`src/rtl/inv_xcvr_pkg.sv`:
```
package inv_xcvr_pkg;

  typedef enum logic [1:0] {
    ELEM_THRU  = 2'd0,
    ELEM_LATCH = 2'd1,
    ELEM_REG   = 2'd2
  } elem_e;

  // Per-direction strobes from control to datapath
  typedef struct packed {
    elem_e elem;   // active element
    logic  load;   // update the stored value at this clock
    logic  open;   // latch transparent this cycle
  } dirStrobe_t;

  typedef struct packed {
    dirStrobe_t toB;
    dirStrobe_t toA;
  } strobe_t;

  localparam logic [1:0] SEL_LATCH = 2'b00;
  localparam logic [1:0] SEL_REG   = 2'b01;
  localparam logic [1:0] SEL_THRU  = 2'b10;
  localparam logic [1:0] SEL_SPLIT = 2'b11;

  function automatic elem_e elemToB(logic [1:0] sel);
    elem_e e;
    case (sel)
      SEL_THRU:  e = ELEM_THRU;
      SEL_LATCH: e = ELEM_LATCH;
      default:   e = ELEM_REG;
    endcase
    return e;
  endfunction

  function automatic elem_e elemToA(logic [1:0] sel);
    elem_e e;
    case (sel)
      SEL_THRU: e = ELEM_THRU;
      SEL_REG:  e = ELEM_REG;
      default:  e = ELEM_LATCH;
    endcase
    return e;
  endfunction

  function automatic dirStrobe_t buildStrobe(elem_e e, logic lvl, logic prev);
    dirStrobe_t s;
    s.elem = e;
    s.open = (e == ELEM_LATCH) && !lvl;
    s.load = s.open || ((e == ELEM_REG) && lvl && !prev);
    return s;
  endfunction

endpackage

```
`src/rtl/inv_xcvr_ctrl.sv`:
```
module inv_xcvr_ctrl
  import inv_xcvr_pkg::*;
(
  input  logic       clk,
  input  logic       rstN,
  input  logic [1:0] modeSel,
  input  logic       abClk,
  input  logic       baClk,
  output strobe_t    strobes
);

  // Previous sampled direction clocks; reset High so a clock that is
  // already High when reset is released is not taken as an edge.
  logic abPrev;
  logic baPrev;

  always_ff @(posedge clk or negedge rstN) begin
    if (!rstN) begin
      abPrev <= 1'b1;
      baPrev <= 1'b1;
    end else begin
      abPrev <= abClk;
      baPrev <= baClk;
    end
  end

  always_comb begin
    strobes.toB = buildStrobe(elemToB(modeSel), abClk, abPrev);
    strobes.toA = buildStrobe(elemToA(modeSel), baClk, baPrev);
  end

endmodule

```
`src/rtl/inv_xcvr_stage.sv`:
```
module inv_xcvr_stage
  import inv_xcvr_pkg::*;
#(
  parameter int WIDTH = 9
) (
  input  logic             clk,
  input  logic             rstN,
  input  logic [WIDTH-1:0] din,
  input  dirStrobe_t       ctl,
  output logic [WIDTH-1:0] dout
);

  logic [WIDTH-1:0] held;
  logic             passLive;

  always_ff @(posedge clk or negedge rstN) begin
    if (!rstN)         held <= '0;
    else if (ctl.load) held <= din;
  end

  assign passLive = (ctl.elem == ELEM_THRU) || ctl.open;
  assign dout     = ~(passLive ? din : held);

endmodule

```
`src/rtl/inv_xcvr_datapath.sv`:
```
module inv_xcvr_datapath
  import inv_xcvr_pkg::*;
#(
  parameter int WIDTH = 9
) (
  input  logic             clk,
  input  logic             rstN,
  input  strobe_t          strobes,
  input  logic [WIDTH-1:0] aIn,
  input  logic [WIDTH-1:0] bIn,
  output logic [WIDTH-1:0] abValue,
  output logic [WIDTH-1:0] baValue
);

  inv_xcvr_stage #(.WIDTH(WIDTH)) u_toB (
    .clk (clk),
    .rstN(rstN),
    .din (aIn),
    .ctl (strobes.toB),
    .dout(abValue)
  );

  inv_xcvr_stage #(.WIDTH(WIDTH)) u_toA (
    .clk (clk),
    .rstN(rstN),
    .din (bIn),
    .ctl (strobes.toA),
    .dout(baValue)
  );

endmodule

```
`src/rtl/inv_xcvr.sv`:
```
module inv_xcvr
  import inv_xcvr_pkg::*;
#(
  parameter int WIDTH = 9
) (
  input  logic             clk,
  input  logic             rstN,
  input  logic [1:0]       modeSel,
  input  logic [WIDTH-1:0] aIn,
  input  logic             abClk,
  input  logic             baClk,
  input  logic             aEnable,
  input  logic             bEnHigh,
  input  logic             bEnLow,
  input  logic [WIDTH-1:0] bIn,
  output logic [WIDTH-1:0] aOut,
  output logic             aOutEn,
  output logic [WIDTH-1:0] bPullDown
);

  strobe_t          strobes;
  logic [WIDTH-1:0] abValue;
  logic [WIDTH-1:0] baValue;
  logic             bActive;

  inv_xcvr_ctrl u_ctrl (
    .clk    (clk),
    .rstN   (rstN),
    .modeSel(modeSel),
    .abClk  (abClk),
    .baClk  (baClk),
    .strobes(strobes)
  );

  inv_xcvr_datapath #(.WIDTH(WIDTH)) u_dp (
    .clk    (clk),
    .rstN   (rstN),
    .strobes(strobes),
    .aIn    (aIn),
    .bIn    (bIn),
    .abValue(abValue),
    .baValue(baValue)
  );

  // Open collector: a Low bit pulls the line, a High bit releases it
  assign bActive   = bEnHigh && !bEnLow;
  assign bPullDown = bActive ? ~abValue : '0;

  assign aOutEn = aEnable;
  assign aOut   = aEnable ? baValue : '0;

endmodule

```
`config.mk`:
```
export PLATFORM = sky130hd
export DESIGN_NAME = inv_xcvr
export DESIGN_NICKNAME = d
export VERILOG_FILES = /design/src/rtl/inv_xcvr_pkg.sv /design/src/rtl/inv_xcvr_ctrl.sv /design/src/rtl/inv_xcvr_stage.sv /design/src/rtl/inv_xcvr_datapath.sv /design/src/rtl/inv_xcvr.sv
export SDC_FILE = /design/constraint.sdc
export NUM_CORES = 1
export LEC_CHECK = 0
export BUFFER_PORTS_ARGS = -buffer_cell sky130_fd_sc_hd__clkbuf_2
export CAP_MARGIN = 25
export CORE_ASPECT_RATIO = 1.5
export CORE_MARGIN = 2
export CORE_UTILIZATION = 51
export CTS_BUF_LIST = sky130_fd_sc_hd__clkbuf_16
export DETAILED_ROUTE_END_ITERATION = 12
export GPL_TIMING_DRIVEN = 0
export MAX_ROUTING_LAYER = met4
export PLACE_DENSITY = 0.89
export SLEW_MARGIN = 25
export SYNTH_ARGS = -nofsm -noshare
export SYNTH_HDL_FRONTEND = slang
export SYNTH_SLANG_ARGS = --single-unit
```
`constraint.sdc`:
```
create_clock -name clk -period 3.2 [get_ports clk]
set_clock_uncertainty 0.05 [all_clocks]
set_input_delay 0.48 -clock clk [delete_from_list [all_inputs] [get_ports clk]]
set_output_delay 0.48 -clock clk [all_outputs]
set_load 0.005 [all_outputs]
```
==> reports/qor.yml <==
outcome:
  outcome: "finished clean"
logic_synthesis:
  syn_inst: 114
  ys_seq_area_share_pct: 43.04
  synth_adder_area_share_pct: 5.353
  synth_simple_gate_area_share_pct: 18.52
  ys_types: 20
  synth_compound_area_share_pct: 9.422
  muxShareOfSynthArea_pct: 21.41
  syn-num-nets: 146
  syn_avg_cell_area_um2: 10.25
  ys_ff_latch: 20
  synth_xor_area_share_pct: 0
  syn_area_um2: 1169
  synth_warnings: 0
  synth_top_family_by_area: "multiplexers"
global_routing:
  gr-usage-met3_pct: 2.601
  use_met1_pct: 21.78
  grt_overflow: 0
  grt_busiest_layer: "met2"
  grt_pass1_vias: 1025
  grtUsageTotal_pct: 21.80
  use_met2_pct: 40.49
  grt_pass1_wl_um: 4388
  grt_max_degree: 21
  antenna_found_initial: 0
final_layout:
  fin_area_um2: 1528
  fillerInstances: 182
  diodes: 0
  seq_area_um2: 503.0
  drive_gt1_share_pct: 46.63
  area_delta_synth_final_pct: 30.73
  fin_nets: 196
  multi_input_area_um2: 639.4
clocking:
  cts_setup_buffers: 0
  numCtsBuffers: 3
  htree_levels: 1
  cts.sinks: 20
  hold_buffers: 0
  clkLatencyLatePin_ns: 0.25
  cts.path.max_buffers: 2
  clk_pin_slew_ns: 0.06
  cts_resized: 0
  cts_tree: "built"
  root_buffer: "clkbuf_16"
worst_setup_path:
  crit_arrival_ns: 1.95
  r2r_start: "u_ctrl.abPrev$_DFF_PN1_"
  start_kind: "input port"
  worstSetupStartpoint: "modeSel[0]"
  crit_path_end_kind: "output pin"
  worst-path-max-fanout: 9
  crit_type: "in -> out"
  crit_required_ns: 2.67
die:
  core-area_um2: 2207
  pin_count: 46
  rows: 21
  dieHeight_um: 62.63
  fp.dieArea_um2: 2698
  start_util_pct: 52.95
  die_x_um: 43.09
route:
  detail_route.wirelength_um: 2531
  drc: 0
  ant_nets: 0
  drt_iter0_drc: 29
  detail_route.vias_per_cell: 5.548
  num_vias: 1032
  dr.pass1.iters: 4
  wl_per_cell_um: 13.61
power:
  peakVddDrop_uv: 398.6
  powerDensity_nw_per_um2: 551.0
  p_leak_nw: 0.7631
  power.total_mw: 0.8418
place:
  gp_congestion: 0.8729
  place_hpwl_um: 1960
  portBuffers: 45
  place_area_um2: 1423
timing:
  period_share_pct: 77.51
  setup_tns_ns: 0
  hold_viol_final: 0
  final_max_slew_viol_count: 0
  rsz0062_at_grt: "no"
  max_slew_margin_pct: 63.44
  timing.fmax_ghz: 0.4032
  finalCriticalPeriod_ns: 2.480
  worst_pin_slew_ns: 0.5473
  setup_viol: 0
job:
  maxCapViolations: 0
hold_path:
  hp-class: "in -> async"
[flip-flops by register name, summed over array words and instances, names as in the netlist]
| name | count |
|---|---|
| u_dp.u_toA.held | 9 |
| u_ctrl.baPrev | 1 |
| u_ctrl.abPrev | 1 |
| u_dp.u_toB.held | 9 |
[per-stage QoR]
step	setup slack (ns)	std cells	utilization, %	hold slack [ns]
after floorplan	1.097	114	-	0.1344
after global placement	0.7699	182	64.46	0.4059
after detailed placement	0.7287	182	64.46	0.4179
after CTS	0.7143	186	69.22	0.1457
after global routing	0.5141	186	69.22	0.1722
final	0.7197	186	69.22	0.1321
[synth_stat cells]
| cell type | n | area [µm²] |
|---|---|---|
| dfrtp_1 | 18 | 450.4 |
| buf_1 | 2 | 7.510 |
| mux2i_2 | 1 | 13.76 |
| nand3_1 | 9 | 45.04 |
| nor3_2 | 1 | 10.01 |
| nor2b_1 | 2 | 12.51 |
| ha_1 | 5 | 62.56 |
| a21oi_1 | 9 | 45.04 |
| mux2_2 | 19 | 214.0 |
| mux2i_4 | 1 | 22.52 |
| and3_1 | 9 | 56.30 |
| inv_1 | 2 | 7.510 |
| buf_4 | 1 | 7.510 |
| o22ai_4 | 1 | 20.02 |
| nand2_2 | 1 | 6.260 |
| clkbuf_1 | 1 | 3.750 |
| nand2_1 | 18 | 67.56 |
| nand2b_1 | 3 | 18.77 |
| dfstp_2 | 2 | 52.55 |
| o21ai_0 | 9 | 45.04 |
[cells by family (layout without fill, tap and decap cells)]
logic type      Yosys count  count (layout)
compound gates           19              19
fa+ha+maj                 5               5
buf+inv                   6              55
flops                    20              20
mux                      21              21
simple gates             43              43
[cell usage in the layout (no fill, tap or decap), types with 2 or more instances in the layout]
cell,n
clkbuf_16,3
inv_1,2
nand2b_1,3
dfrtp_1,18
dfstp_2,2
clkbuf_2,45
nand2_1,18
buf_1,2
ha_1,5
a21oi_1,9
nor2b_1,2
o21ai_0,9
nand3_1,9
mux2_2,19
and3_1,9
[where the power goes]
group | switching [mW] | leakage, nW | internal, mW
Combinational | 0.0798 | 0.480 | 0.0946
Sequential | 0.0238 | 0.232 | 0.300
Clock | 0.0954 | 0.0511 | 0.248
Total | 0.199 | 0.763 | 0.643
[final timing paths]
| kind | end | slack [ns] | cells after the start |
|---|---|---|---|
| hold / removal | u_dp.u_toB.held[8]$_DFFE_PN0P_ | 0.13 | 1 |
| min in group clk | u_ctrl.abPrev$_DFF_PN1_ | 0.32 | 1 |
| setup reg to reg | u_dp.u_toB.held[0]$_DFFE_PN0P_ | 1.76 | 3 |
| hold reg to reg | u_dp.u_toB.held[2]$_DFFE_PN0P_ | 0.45 | 1 |
| setup / recovery | aOut[7] | 0.72 | 7 |
| max in group asynchronous | u_ctrl.abPrev$_DFF_PN1_ | 2.61 | 1 |
[critical path, stage by stage]
cell and delay, ns:
clkbuf_2 0.10, inv_1 0.08, ha_1 0.39, mux2i_2 0.50, nand2_1 0.10, and3_1 0.19, clkbuf_2 0.10
[per-layer routing]
metal  vias to the layer above  share of wire, %
met1                       477                36
met2                        51                55
met3                         4               7.5
met5                         -                 0
met4                         0               1.8
li1                        500                 -
[layout make-up]
class	count	area share, %
plain buffers	4	1.228
clock inverters	1	1.966
well taps	23	1.884
flip-flops and latches	20	32.92
repair buffers	45	14.74
clock buffers	3	4.914
inverters	2	0.4914
multi-input cells	88	41.85
Power figures use the tool's default switching activity.
